[src/rtl/spi_txe_pkg.sv]
// Shared types and decode helpers for the SPI command transaction engine.
// Assumes the configuration field positions listed in the brief.
package spi_txe_pkg;

    localparam int IDXW = 5;  // wide enough for a 31-byte phase

    typedef enum logic [2:0] {
        PH_IDLE = 3'd0,
        PH_OPC  = 3'd1,
        PH_ADR  = 3'd2,
        PH_WR   = 3'd3,
        PH_DUM  = 3'd4,
        PH_RD   = 3'd5,
        PH_DONE = 3'd6
    } phase_e;

    typedef struct packed {
        logic            op_en;
        logic [2:0]      adr_n;
        logic [IDXW-1:0] wr_n;
        logic [2:0]      dum_n;
        logic [IDXW-1:0] rd_n;
        logic [1:0]      dlog;
    } txcfg_t;

    // Split the configuration word into phase sizes; address counts above 4 send nothing.
    function automatic txcfg_t decode_cfg(input logic [31:0] w);
        txcfg_t c;
        c.op_en = w[10];
        c.adr_n = (w[13:11] > 3'd4) ? 3'd0 : w[13:11];
        c.wr_n  = w[20:16];
        c.dum_n = w[23:21];
        c.rd_n  = w[28:24];
        c.dlog  = w[7:6];
        return c;
    endfunction

    // Number of units (bytes, or dummy units) in a phase.
    function automatic logic [IDXW-1:0] phase_len(input phase_e p, input txcfg_t c);
        case (p)
            PH_OPC:  return {{(IDXW-1){1'b0}}, c.op_en};
            PH_ADR:  return IDXW'(c.adr_n);
            PH_WR:   return c.wr_n;
            PH_DUM:  return IDXW'(c.dum_n);
            PH_RD:   return c.rd_n;
            default: return '0;
        endcase
    endfunction

    // First non-empty phase after p, or PH_DONE when none is left.
    function automatic phase_e next_phase(input phase_e p, input txcfg_t c);
        phase_e n;
        n = PH_DONE;
        for (int k = int'(PH_RD); k > int'(p); k--) begin
            if (phase_len(phase_e'(k), c) != '0) n = phase_e'(k);
        end
        return n;
    endfunction

endpackage

[src/rtl/spi_txe_seq.sv]
// Phase sequencer: walks the phases, counts units and dummy chunks, and owns
// the execute (busy) and ready flags. Advances only on a shifter acknowledge.
module spi_txe_seq
    import spi_txe_pkg::*;
(
    input  logic                  clk,
    input  logic                  rst_n,
    input  logic                  start_i,
    input  txcfg_t                cfg_i,
    input  logic                  ack_i,
    input  logic                  rdy_clr_i,
    output phase_e                phase_o,
    output logic [IDXW-1:0]       idx_o,
    output logic [2:0]            cnk_o,
    output logic                  busy_o,
    output logic                  rdy_o,
    output logic                  req_o
);

    phase_e          phase_q;
    logic [IDXW-1:0] idx_q;
    logic [2:0]      cnk_q;
    logic            rdy_q;
    logic [IDXW-1:0] len;
    logic [2:0]      cnk_last;

    // Size of the current phase and index of the last chunk of a dummy unit.
    always_comb begin
        len      = phase_len(phase_q, cfg_i);
        cnk_last = 3'd7 >> cfg_i.dlog;
    end

    // Phase, unit and chunk progression.
    always_ff @(posedge clk) begin
        if (!rst_n) begin
            phase_q <= PH_IDLE;
            idx_q   <= '0;
            cnk_q   <= '0;
        end else begin
            case (phase_q)
                PH_IDLE: if (start_i) begin
                    phase_q <= next_phase(PH_IDLE, cfg_i);
                    idx_q   <= '0;
                    cnk_q   <= '0;
                end
                PH_DONE: phase_q <= PH_IDLE;
                default: if (ack_i) begin
                    if (phase_q == PH_DUM && cnk_q != cnk_last) begin
                        cnk_q <= cnk_q + 3'd1;
                    end else begin
                        cnk_q <= '0;
                        if (idx_q == len - 1'b1) begin
                            idx_q   <= '0;
                            phase_q <= next_phase(phase_q, cfg_i);
                        end else begin
                            idx_q <= idx_q + 1'b1;
                        end
                    end
                end
            endcase
        end
    end

    // Ready flag: set on completion, cleared by software, set wins.
    always_ff @(posedge clk) begin
        if (!rst_n)                 rdy_q <= 1'b0;
        else if (phase_q == PH_DONE) rdy_q <= 1'b1;
        else if (rdy_clr_i)          rdy_q <= 1'b0;
    end

    assign phase_o = phase_q;
    assign idx_o   = idx_q;
    assign cnk_o   = cnk_q;
    assign busy_o  = (phase_q != PH_IDLE);
    assign req_o   = (phase_q != PH_IDLE) && (phase_q != PH_DONE);
    assign rdy_o   = rdy_q;

    // a pending request holds its position until acknowledged.
    p_req_hold_r11: assert property (@(posedge clk) disable iff (!rst_n)
        (req_o && !ack_i) |=> (req_o && $stable(phase_q) && $stable(idx_q) && $stable(cnk_q)));

    // the end of a transaction always leaves the ready flag set.
    p_done_rdy_r7: assert property (@(posedge clk) disable iff (!rst_n)
        $fell(busy_o) |-> rdy_o);

    // a start pulse during a running transfer does not move the counters.
    p_start_ignored_r10: assert property (@(posedge clk) disable iff (!rst_n)
        (req_o && start_i && !ack_i) |=> ($stable(idx_q) && $stable(cnk_q)));

endmodule

[src/rtl/spi_txe_txmux.sv]
// Transmit selector: picks the byte or dummy chunk for the current unit and
// its width code. Purely combinational; assumes its inputs are stable.
module spi_txe_txmux
    import spi_txe_pkg::*;
#(
    parameter int DREGS = 4
) (
    input  phase_e                 phase_i,
    input  logic [IDXW-1:0]        idx_i,
    input  logic [2:0]             cnk_i,
    input  txcfg_t                 cfg_i,
    input  logic [31:0]            cmd_i,
    input  logic [31:0]            addr_i,
    input  logic [DREGS*32-1:0]    wdata_i,
    output logic [7:0]             tx_o,
    output logic [1:0]             wlog_o
);

    localparam int WBYTES = DREGS * 4;

    int          abyte;
    int          wword;
    int          fsel;
    logic [7:0]  dbyte;
    logic [7:0]  dmask;

    // Select the outgoing unit for the active phase.
    always_comb begin
        abyte  = int'(cfg_i.adr_n) - 1 - int'(idx_i);
        wword  = (int'(idx_i) >= WBYTES) ? DREGS - 1 : int'(idx_i) / 4;
        fsel   = (idx_i == '0) ? 1 : ((idx_i == IDXW'(1)) ? 2 : 3);
        dbyte  = cmd_i[fsel*8 +: 8];
        dmask  = 8'hFF >> (4'd8 - (4'd1 << cfg_i.dlog));
        tx_o   = 8'h00;
        wlog_o = 2'd3;
        case (phase_i)
            PH_OPC: tx_o = cmd_i[7:0];
            PH_ADR: tx_o = addr_i[(abyte & 3)*8 +: 8];
            PH_WR:  tx_o = wdata_i[(wword*4 + int'(idx_i[1:0]))*8 +: 8];
            PH_DUM: begin
                tx_o   = (dbyte >> (cnk_i << cfg_i.dlog)) & dmask;
                wlog_o = cfg_i.dlog;
            end
            default: tx_o = 8'h00;
        endcase
    end

endmodule

[src/rtl/spi_txe_rxcap.sv]
// Read capture: stores each acknowledged read byte into its data-in lane.
// Indices past the last lane are dropped; other lanes hold their value.
module spi_txe_rxcap
    import spi_txe_pkg::*;
#(
    parameter int DREGS = 4
) (
    input  logic                   clk,
    input  logic                   rst_n,
    input  logic                   cap_i,
    input  logic [IDXW-1:0]        idx_i,
    input  logic [7:0]             rx_i,
    output logic [DREGS*32-1:0]    rdata_o
);

    localparam int RBYTES = DREGS * 4;

    for (genvar g = 0; g < RBYTES; g++) begin : g_lane
        // One byte lane, written only when its index is being read.
        always_ff @(posedge clk) begin
            if (!rst_n)                          rdata_o[g*8 +: 8] <= 8'h00;
            else if (cap_i && idx_i == IDXW'(g)) rdata_o[g*8 +: 8] <= rx_i;
        end
    end

endmodule

[src/rtl/spi_cmd_engine.sv]
// SPI command transaction engine top: decodes the configuration, sequences
// the phases, drives the shifter port, captures read data and drives the
// chip selects. Configuration inputs must stay stable while busy.
module spi_cmd_engine
    import spi_txe_pkg::*;
#(
    parameter int NUM_CS = 4,
    parameter int DREGS  = 4,
    localparam int CSW   = (NUM_CS > 1) ? $clog2(NUM_CS) : 1
) (
    input  logic                  clk,
    input  logic                  rst_n,
    input  logic                  start_i,
    input  logic [31:0]           cfg_i,
    input  logic [31:0]           cmd_i,
    input  logic [31:0]           addr_i,
    input  logic [DREGS*32-1:0]   wdata_i,
    input  logic                  sw_cs_i,
    input  logic [CSW-1:0]        dev_sel_i,
    input  logic                  rdy_clr_i,
    input  logic                  rdy_ie_i,
    output logic [DREGS*32-1:0]   rdata_o,
    output logic                  busy_o,
    output logic                  rdy_o,
    output logic                  irq_o,
    output logic [NUM_CS-1:0]     cs_n_o,
    output logic                  xfer_req_o,
    output logic [7:0]            xfer_tx_o,
    output logic [1:0]            xfer_wlog_o,
    input  logic                  xfer_ack_i,
    input  logic [7:0]            xfer_rx_i
);

    txcfg_t          cfg;
    phase_e          phase;
    logic [IDXW-1:0] idx;
    logic [2:0]      cnk;
    logic            unused_cfg;

    assign cfg        = decode_cfg(cfg_i);
    assign unused_cfg = ^{cfg_i[31:29], cfg_i[15:14], cfg_i[9:8], cfg_i[5:0]};

    spi_txe_seq u_seq (
        .clk       (clk),
        .rst_n     (rst_n),
        .start_i   (start_i),
        .cfg_i     (cfg),
        .ack_i     (xfer_ack_i),
        .rdy_clr_i (rdy_clr_i),
        .phase_o   (phase),
        .idx_o     (idx),
        .cnk_o     (cnk),
        .busy_o    (busy_o),
        .rdy_o     (rdy_o),
        .req_o     (xfer_req_o)
    );

    spi_txe_txmux #(.DREGS(DREGS)) u_txmux (
        .phase_i (phase),
        .idx_i   (idx),
        .cnk_i   (cnk),
        .cfg_i   (cfg),
        .cmd_i   (cmd_i),
        .addr_i  (addr_i),
        .wdata_i (wdata_i),
        .tx_o    (xfer_tx_o),
        .wlog_o  (xfer_wlog_o)
    );

    spi_txe_rxcap #(.DREGS(DREGS)) u_rxcap (
        .clk     (clk),
        .rst_n   (rst_n),
        .cap_i   (xfer_ack_i && phase == PH_RD),
        .idx_i   (idx),
        .rx_i    (xfer_rx_i),
        .rdata_o (rdata_o)
    );

    // Chip select lines: only the addressed one, only under software-CS mode.
    for (genvar g = 0; g < NUM_CS; g++) begin : g_cs
        assign cs_n_o[g] = !(busy_o && sw_cs_i && dev_sel_i == CSW'(g));
    end

    assign irq_o = rdy_o && rdy_ie_i;

    // at most one chip select is active at a time.
    p_cs_onehot_r9: assert property (@(posedge clk) disable iff (!rst_n)
        $onehot0(~cs_n_o));

    // a select is active only during a software-CS transaction.
    p_cs_gated_r9: assert property (@(posedge clk) disable iff (!rst_n)
        (cs_n_o != {NUM_CS{1'b1}}) |-> (busy_o && sw_cs_i));

    // the shifter is asked for work only while a transaction runs.
    p_req_busy_r11: assert property (@(posedge clk) disable iff (!rst_n)
        xfer_req_o |-> busy_o);

    // the interrupt never fires without the ready flag.
    p_irq_rdy_r8: assert property (@(posedge clk) disable iff (!rst_n)
        irq_o |-> (rdy_o && rdy_ie_i));

endmodule

[config.mk]
export PLATFORM = sky130hd
export DESIGN_NAME = spi_cmd_engine
export DESIGN_NICKNAME = d
export VERILOG_FILES = /design/src/rtl/spi_txe_pkg.sv /design/src/rtl/spi_txe_seq.sv /design/src/rtl/spi_txe_txmux.sv /design/src/rtl/spi_txe_rxcap.sv /design/src/rtl/spi_cmd_engine.sv
export SDC_FILE = /design/constraint.sdc
export NUM_CORES = 1
export LEC_CHECK = 0
export BUFFER_PORTS_ARGS = -buffer_cell sky130_fd_sc_hd__buf_2
export CELL_PAD_IN_SITES_DETAIL_PLACEMENT = 0
export CELL_PAD_IN_SITES_GLOBAL_PLACEMENT = 2
export CORE_MARGIN = 2
export CORE_UTILIZATION = 24
export CTS_CLUSTER_SIZE = 10
export DETAILED_ROUTE_END_ITERATION = 8
export GPL_ROUTABILITY_DRIVEN = 0
export HOLD_SLACK_MARGIN = 0.02
export PLACE_DENSITY_LB_ADDON = 0.08
export SLEW_MARGIN = 0
export SYNTH_ARGS = -nofsm -noshare
export SYNTH_HDL_FRONTEND = slang
export SYNTH_HIERARCHICAL = 1
export SYNTH_SLANG_ARGS = --single-unit
export TNS_END_PERCENT = 50
[constraint.sdc]
create_clock -name clk -period 2.5 [get_ports clk]
set_input_delay 0.125 -clock clk [delete_from_list [all_inputs] [get_ports clk]]
set_output_delay 0.125 -clock clk [all_outputs]
set_load 0.02 [all_outputs]
==> results of run 1 <==
[flip-flops by register name, indices dropped and copies added, names as in the netlist]
name and cells:
u_seq/rdy_o 1, u_rxcap/rdata_o 128, u_seq/idx_o 5, u_seq/cnk_o 3, u_seq/phase_o 3
[power by group]
| part | switching (mW) | internal (mW) | total (mW) | leakage [nW] |
|---|---|---|---|---|
| logic | 0.948 | 1.07 | 2.02 | 4.31 |
| registers | 0.0425 | 2.25 | 2.29 | 1.13 |
| clock network | 1.18 | 1.35 | 2.52 | 0.285 |
[worst max-delay path: cells and delay by family (launching register included)]
family,cells,cell delay (ns)
muxes,2,0.96
DFF,1,0.43
buffers and inverters,4,0.54
and+or+nand+nor,2,0.18
[path summary, 6_finish.rpt]
kind | from | to | cells after the start
worst max-delay path | u_seq/idx_o[0] | xfer_tx_o[2] | 8
worst min-delay path | rst_n | u_rxcap/rdata_o[116] | 3
worst max register to register | u_seq/phase_o[2] | u_seq/idx_o[3] | 10
worst min register to register | u_rxcap/rdata_o[91] | u_rxcap/rdata_o[91] | 2
[cells by family (layout without fill, tap and decap cells)]
group           count (synthesis)  after routing  share of synthesized area (%)
simple gates                  286            286                          17.75
mux                           214            214                          33.28
buf+inv                        62            503                          4.059
xor+xnor                       11             11                          1.564
other cells                     0              4                              0
flops                         140            140                          35.38
fa+ha+maj                       4              4                         0.6317
compound gates                 82             82                          7.344
[stage by stage]
step,setup slack [ns],cells
4_1_cts,-0.2111,1680
6_report,-0.1593,1686
3_5_place_dp,-0.03251,1628
2_1_floorplan,0.001913,799
3_3_place_gp,-0.01942,1628
5_1_grt,-0.2665,1686
[per-layer routing]
layer | wire length (um) | GRT usage (%) | up-vias
li1 | - | - | 3759
met1 | 14350 | 23.87 | 3697
met2 | 15730 | 31.39 | 190
met3 | 1944 | 5.009 | 26
met4 | 434 | 4.756 | 2
met5 | 13 | 0 | -
[what timing repair did]
item                       4_1_cts  5_1_grt
buffers inserted                18        2
hold buffers                     1        0
pin swaps                       18        4
cloned                           2        0
resized for setup               53       19
hold endpoints to repair         1        0
setup endpoints to repair       14       14
[layout make-up]
type	count	area [um^2]
Antenna cell	4	10.01
Tap cell	442	553.0
Multi-Input combinational cell	597	4977
Inverter	8	30.03
Sequential cell	140	2821
Clock inverter	15	166.4
Clock buffer	17	425.4
Timing Repair Buffer	463	2768
Fill cell	3483	20780
[cells in the final DEF, fill, tap and decap left out, types with 6 or more instances in the layout]
cell and count:
buf_2 365, nand2_1 170, mux2i_1 160, dfxtp_1 133
buf_4 76, mux4_2 36, nor2_1 21, clkbuf_16 17
nand2b_1 12, o21ai_0 12, nand3_1 11, buf_12 10
nand2_2 9, a21oi_1 9, buf_6 8, nor2b_1 8
inv_1 7, nor3_1 7, a211oi_2 7, inv_8 6
xnor2_1 6, a211o_1 6
==> flow_metrics.tcl, run 1 <==
set metrics [dict create \
    drc_errors 0 \
    power_density_nw_per_um2 581.6 \
    pin_count 387 \
    slew_violations 0 \
    fmax_mhz 376.0 \
    finalHoldViolCount 0 \
    dieHeight_um 185.7 \
    via_per_inst 4.552 \
    yosys-top-cells-count "170 x nand2_1, 167 x mux2i_1, 140 x dfxtp_1" \
    clockBufferDepth 2 \
    synth_edf_count 0 \
    io_buffers 373 \
    area.growth.synth_to_final_pct 48.33 \
    yosys-top-cells-area "dfxtp_1 35%, mux2i_1 21%, mux4_2 9.9%" \
    p_leak_nw 5.723 \
    path_cells "buf_12, buf_12, buf_12, mux4_2, mux4_2, nand2b_1, nand3_2, buf_6" \
    clk_transition_reported_paths_ns 0.07 \
    initial_utilization_pct 24.35 \
    antenna_found_initial 5 \
    finalCritPeriodShare_pct 106.4 \
    drtPass1Iterations 6 \
    ys_warn_count 6 \
    status "complete, but fails checks" \
    synth-main-ff-cell "dfxtp_1" \
    worst_slew_pin_slew_ns 0.8925 \
    path_common_cell "buf_12" \
    p_total_mw 6.834 \
    startpoint_type "flip-flop" \
    fin_nets 1472 \
    cts-root-buf "clkbuf_16" \
    path_class "reg2out" \
    hp-class "in2reg" \
    route.vias.total 7674 \
    cts_tree "yes" \
    async_flop_share_pct 0 \
    synth_nets 1044 \
    setup-violations-final 8 \
    setup_tns_ns -0.9489 \
    worst_slack_ns -0.1593 \
    crit_required_ns 2.38 \
    grt_pass1_vias 7875 \
    final_util_pct 36.12 \
    max_slew_margin_pct 40.36 \
    wl_per_cell_um 19.26 \
    path_max_fanout 7 \
    drive_gt1_share_pct 48.71 \
    synth-seq-cells 140 \
    hold_ws_ns 0.1645 \
    maxCapViolCount 0 \
    die_x_um 185.7 \
    r2r_slack_ns 0.13 \
    slowest_delay_ns 0.49 \
    grt_pass1_wl_mm 48.38 \
    detailed_place_hpwl_mm 25.21 \
    coreArea_um2 32540 \
    stdcell_area_um2 11750 \
    crit_arrival_ns 2.53 \
    antenna_left 0 \
    h-tree-depth 4 \
    yosys.area.top_type "dfxtp_1" \
    placed_cell_area_um2 10650 \
    yosys.cell_count.top_type "nand2_1" \
    cts.sinks 140 \
    drt_iter0_markers 228 \
    num_rows 66 \
    synthDistinctLibCells 73 \
    end_kind "output pin" \
    track_usage_pct 18.76 \
    cts-buffers-inserted 17 \
    min_period_ns 2.659 \
    netlist.area_leader.share_pct 35.38 \
    skew_ns 0.01685 \
    rsz0062_at_grt "true" \
    worstSkewPairLatency_ns 0.43 \
    grt_max_degree 85 \
    syn_area_per_cell_um2 9.916 \
    gr-total-overflow 0 \
    synthCells 799 \
    synth.yosys.seq_area_share_pct 35.38 \
    synth_area_um2 7923 \
    violations "setup timing" \
    cp_slowest_cell "mux4_2" \
    die_area_um2 34480 \
    peakVddDrop_uv 443.6 \
    drt_wl_total_mm 32.47 \
]
No activity file was read; power rests on OpenSTA's default activity.
==> run 2, diff against run 1 <==
==> constraint.sdc (replaced) <==
create_clock -name clk -period 2.5 [get_ports clk]
set_input_delay 0.5 -clock clk [delete_from_list [all_inputs] [get_ports clk]]
set_output_delay 0.5 -clock clk [all_outputs]
set_load 0.02 [all_outputs]
==> flow_metrics.tcl, run 2 (synthesized netlist as in run 1, its figures left out) <==
set metrics [dict create \
    status "complete, but fails checks" \
    violations "setup timing" \
    grt_max_degree 46 \
    slew_violations 0 \
    path_max_fanout 8 \
    clockBufferDepth 2 \
    p_leak_nw 5.837 \
    peakVddDrop_uv 416.2 \
    maxCapViolCount 0 \
    worst_slack_ns -0.5265 \
    skew_ns 0.008667 \
    detailed_place_hpwl_mm 24.61 \
    setup-violations-final 8 \
    antenna_found_initial 1 \
    drtPass1Iterations 7 \
    fin_nets 1497 \
    holdPathStages 4 \
    final_cell_mix "366 x buf_2, 169 x nand2_1, 159 x mux2i_1" \
    route.vias.total 7671 \
    track_usage_pct 18.22 \
    initial_utilization_pct 24.35 \
    r2r_slack_ns 0.11 \
    end_kind "output pin" \
    finalHoldViolCount 0 \
    drt_wl_total_mm 31.41 \
    max_slew_margin_pct 54.68 \
    die_area_um2 34480 \
    final_common_cell "buf_2" \
    placed_cell_area_um2 11010 \
    fillers 3511 \
    rsz0062_at_grt "true" \
    drt_iter0_markers 297 \
    dieHeight_um 185.7 \
    min_from "rdy_clr_i" \
    clk_transition_reported_paths_ns 0.06 \
    p_total_mw 6.867 \
    cts-buffers-inserted 17 \
    coreArea_um2 32540 \
    final_util_pct 36.67 \
    largest_register_ffs 128 \
    path_class "reg2out" \
    rr_startpoint "u_seq/phase_o[2]" \
    dpl.cell_count 1666 \
    r2r_cells 10 \
    grt_pass1_vias 7990 \
    io_buffers 373 \
    h-tree-depth 4 \
    drc_errors 0 \
    worst_slew_pin_slew_ns 0.6782 \
    top_register "u_rxcap/rdata_o" \
    crit_required_ns 2.00 \
    gr-total-overflow 0 \
    cts_hold_buf 0 \
    cts-root-buf "clkbuf_16" \
    via_per_inst 4.491 \
    place_ws_ns -0.2772 \
    worstSkewPairLatency_ns 0.42 \
    power_density_nw_per_um2 575.6 \
    hp-class "in2reg" \
    startpoint_type "flip-flop" \
    cts_tree "yes" \
    whs_endpoint "u_seq/rdy_o" \
    num_rows 66 \
    grt_pass1_wl_mm 47.07 \
    drive_gt1_share_pct 49.49 \
    pin_count 387 \
    area.growth.synth_to_final_pct 50.58 \
    wl_per_cell_um 18.39 \
    crit_arrival_ns 2.53 \
    fmax_mhz 330.4 \
    min_period_ns 3.027 \
    stdcell_area_um2 11930 \
    cts.sinks 140 \
    final_cells 1708 \
    r2r-end "u_seq/idx_o[3]" \
    die_x_um 185.7 \
    antenna_left 0 \
    finalCritPeriodShare_pct 121.1 \
]
## run 2: cell count changes in the layout (fill, tap and decap cells not counted), sizes merged
cell / delta
buf: +26
bufinv: +2
clkbuf: +6
clkinv: -2
clkinvlp: +1
diode: -3
dlygate4sd3: -1
inv: -7
## run 2: power by group
| group | internal [mW] | switching [mW] | total (mW) |
|---|---|---|---|
| clock network | 1.60 | 0.990 | 2.59 |
| logic | 1.06 | 0.906 | 1.96 |
| registers | 2.25 | 0.0547 | 2.31 |
## run 2: layer usage
metal / track usage (%) / up-vias / share of wire (%)
met5: 0 / - / 0
met4: 3.906 / 0 / 1.1
met3: 5.146 / 23 / 6.2
met2: 31.08 / 213 / 49
met1: 22.82 / 3641 / 44
li1: - / 3794 / -
## run 2: area by class of cell
type	instances	area (um^2)	share of cell area [%]
antenna	1	2.502	0.02098
clock buffer	23	498.0	4.174
clock inverter	9	107.6	0.9019
inverter	8	35.03	0.2937
multi-input combinational	597	4984	41.77
sequential	140	2821	23.65
tap	442	553.0	4.636
timing repair buffer	488	2929	24.55
## run 2: what timing repair did
item                       in CTS  in global routing
pin swaps                       7                  1
setup endpoints to repair      14                 14
setup buffers                   7                  1
gates resized for setup        45                 18
cloned                          1                  0
## run 2: how the worst max path moves through the flow
stage	startpoint	endpoint	slack, ns
2_1_floorplan	u_seq/idx_o[4]	xfer_tx_o[0]	-0.12
3_5_place_dp	cfg_i[6]	xfer_tx_o[0]	-0.28
6_report	u_seq/idx_o[0]	xfer_tx_o[0]	-0.53
3_3_place_gp	cfg_i[6]	xfer_tx_o[0]	-0.27
5_1_grt	u_seq/idx_o[0]	xfer_tx_o[6]	-0.61
4_1_cts	u_seq/idx_o[0]	xfer_tx_o[0]	-0.56
## run 2: worst max-delay path: stages (launching register included)
cell     delay (ns)
dfxtp_4        0.47
buf_12         0.18
mux2_2         0.36
mux2i_4        0.18
mux2i_1        0.10
a211o_1        0.30
a311o_1        0.36
buf_6          0.14
## run 2: metrics by stage
stage / hold WS (ns) / setup TNS [ns]
after global placement: 0.4411 / -3.228
final: 0.3904 / -3.706
after global routing: 0.3977 / -4.797
after CTS: 0.3650 / -4.093
after detailed placement: 0.4455 / -3.516
after floorplan: 0.5071 / -0.3619
==> run 3, diff against run 2 <==
--- a/config.mk
+++ b/config.mk
@@ -8,6 +8,7 @@
 export BUFFER_PORTS_ARGS = -buffer_cell sky130_fd_sc_hd__buf_2
 export CELL_PAD_IN_SITES_DETAIL_PLACEMENT = 0
 export CELL_PAD_IN_SITES_GLOBAL_PLACEMENT = 2
+export CORE_ASPECT_RATIO = 0.75
 export CORE_MARGIN = 2
 export CORE_UTILIZATION = 24
 export CTS_CLUSTER_SIZE = 10
==> flow_metrics.tcl, run 3 (synthesized netlist as in run 1, its figures left out) <==
set metrics [dict create \
    status "complete, but fails checks" \
    violations "setup timing" \
    die_area_um2 34490 \
    track_usage_pct 18.97 \
    hp-class "in2reg" \
    final_cells 1701 \
    max_slew_margin_pct 45.67 \
    maxCapViolCount 0 \
    detailed_place_hpwl_mm 25.08 \
    slew_violations 0 \
    initial_utilization_pct 24.41 \
    hold_ws_ns 0.3676 \
    path_class "reg2out" \
    crit_required_ns 2.00 \
    crit_arrival_ns 2.56 \
    coreArea_um2 32450 \
    power_density_nw_per_um2 570.6 \
    stdcell_area_um2 11770 \
    place_ws_ns -0.3116 \
    drtPass1Iterations 4 \
    p_total_mw 6.713 \
    finalCritPeriodShare_pct 122.5 \
    num_rows 57 \
    critPathCapture "xfer_tx_o[5]" \
    skew_ns 0.01025 \
    p_leak_nw 5.776 \
    grt_max_degree 64 \
    pin_count 387 \
    path_max_fanout 8 \
    top_register "u_rxcap/rdata_o" \
    worstSkewPairLatency_ns 0.43 \
    drive_gt1_share_pct 48.37 \
    wl_per_cell_um 19.04 \
    dpl.cell_count 1655 \
    final_util_pct 36.26 \
    final_common_cell "buf_2" \
    peakVddDrop_uv 392.5 \
    placed_cell_area_um2 10920 \
    die_x_um 213.8 \
    rsz0062_at_grt "true" \
    cts-root-buf "clkbuf_16" \
    clockBufferDepth 2 \
    fin_nets 1491 \
    via_per_inst 4.504 \
    worst_slew_pin_slew_ns 0.8129 \
    area.growth.synth_to_final_pct 48.50 \
    r2r_slack_ns 0.11 \
    final_cell_mix "370 x buf_2, 169 x nand2_1, 161 x mux2i_1" \
    r2r-end "u_seq/idx_o[3]" \
    drc_errors 0 \
    min_period_ns 3.061 \
    end_kind "output pin" \
    grt_pass1_vias 8050 \
    route.vias.total 7661 \
    cts-buffers-inserted 17 \
    finalHoldViolCount 0 \
    cts_tree "yes" \
    antenna_left 0 \
    cts.sinks 140 \
    setup_tns_ns -3.949 \
    cts_hold_buf 0 \
    startpoint "u_seq/idx_o[0]" \
    grt_pass1_wl_mm 48.95 \
    rr_startpoint "u_seq/phase_o[1]" \
    antenna_found_initial 0 \
    h-tree-depth 4 \
    worst_slack_ns -0.5614 \
    gr-total-overflow 0 \
    largest_register_ffs 128 \
    clk_transition_reported_paths_ns 0.06 \
    io_buffers 373 \
    drt_wl_total_mm 32.39 \
    n_antenna_cell 0 \
    fmax_mhz 326.7 \
    startpoint_type "flip-flop" \
    dieHeight_um 161.3 \
    setup-violations-final 8 \
    r2r_cells 9 \
    drt_iter0_markers 280 \
]
[run 3: routing by layer]
metal / global-route usage [%] / routed length [um] / up-vias
li1: - / - / 3791
met1: 26.68 / 15930 / 3690
met2: 28.84 / 14280 / 163
met3: 5.717 / 1990 / 17
met4: 3.441 / 191 / 0
met5: 0 / 0 / -
[run 3: power by group]
| part | switching [mW] | total, mW | internal [mW] |
|---|---|---|---|
| Clock | 0.960 | 2.43 | 1.47 |
| Combinational | 0.946 | 1.99 | 1.04 |
| Sequential | 0.0377 | 2.29 | 2.25 |
| Total | 1.94 | 6.71 | 4.77 |
[run 3: how the worst min path moves through the flow]
stage | end | cells past startpoint | slack (ns) | start
CTS | u_seq/rdy_o | 4 | 0.34 | rdy_clr_i
global placement | u_rxcap/rdata_o[119] | 2 | 0.44 | u_rxcap/rdata_o[119]
finish | u_seq/rdy_o | 4 | 0.37 | rdy_clr_i
detailed placement | u_rxcap/rdata_o[126] | 2 | 0.44 | u_rxcap/rdata_o[126]
global route | u_seq/rdy_o | 4 | 0.39 | rdy_clr_i
floorplan | u_seq/idx_o[0] | 2 | 0.51 | u_seq/idx_o[0]
[run 3: repair_timing]
item,CTS,global route
cloned,1,1
resized for setup,31,12
setup buffers,7,6
endpoints found under the setup margin,17,17
pin swaps,3,2
[run 3: final cells by class]
type | instances | area [um^2]
Tap cell | 442 | 553.0
Inverter | 8 | 32.53
Clock inverter | 5 | 56.30
Sequential cell | 140 | 2815
Clock buffer | 27 | 503.0
Fill cell | 3435 | 20680
Timing Repair Buffer | 482 | 2858
Multi-Input combinational cell | 597 | 4947
[run 3: critical path, cell delays in order, from the launching register on]
cell and delay [ns]:
dfxtp_4 0.46, buf_4 0.18, inv_4 0.04, ha_4 0.14, xnor3_2 0.23, buf_4 0.18
buf_4 0.13, mux4_2 0.30, a211o_1 0.31, buf_2 0.16
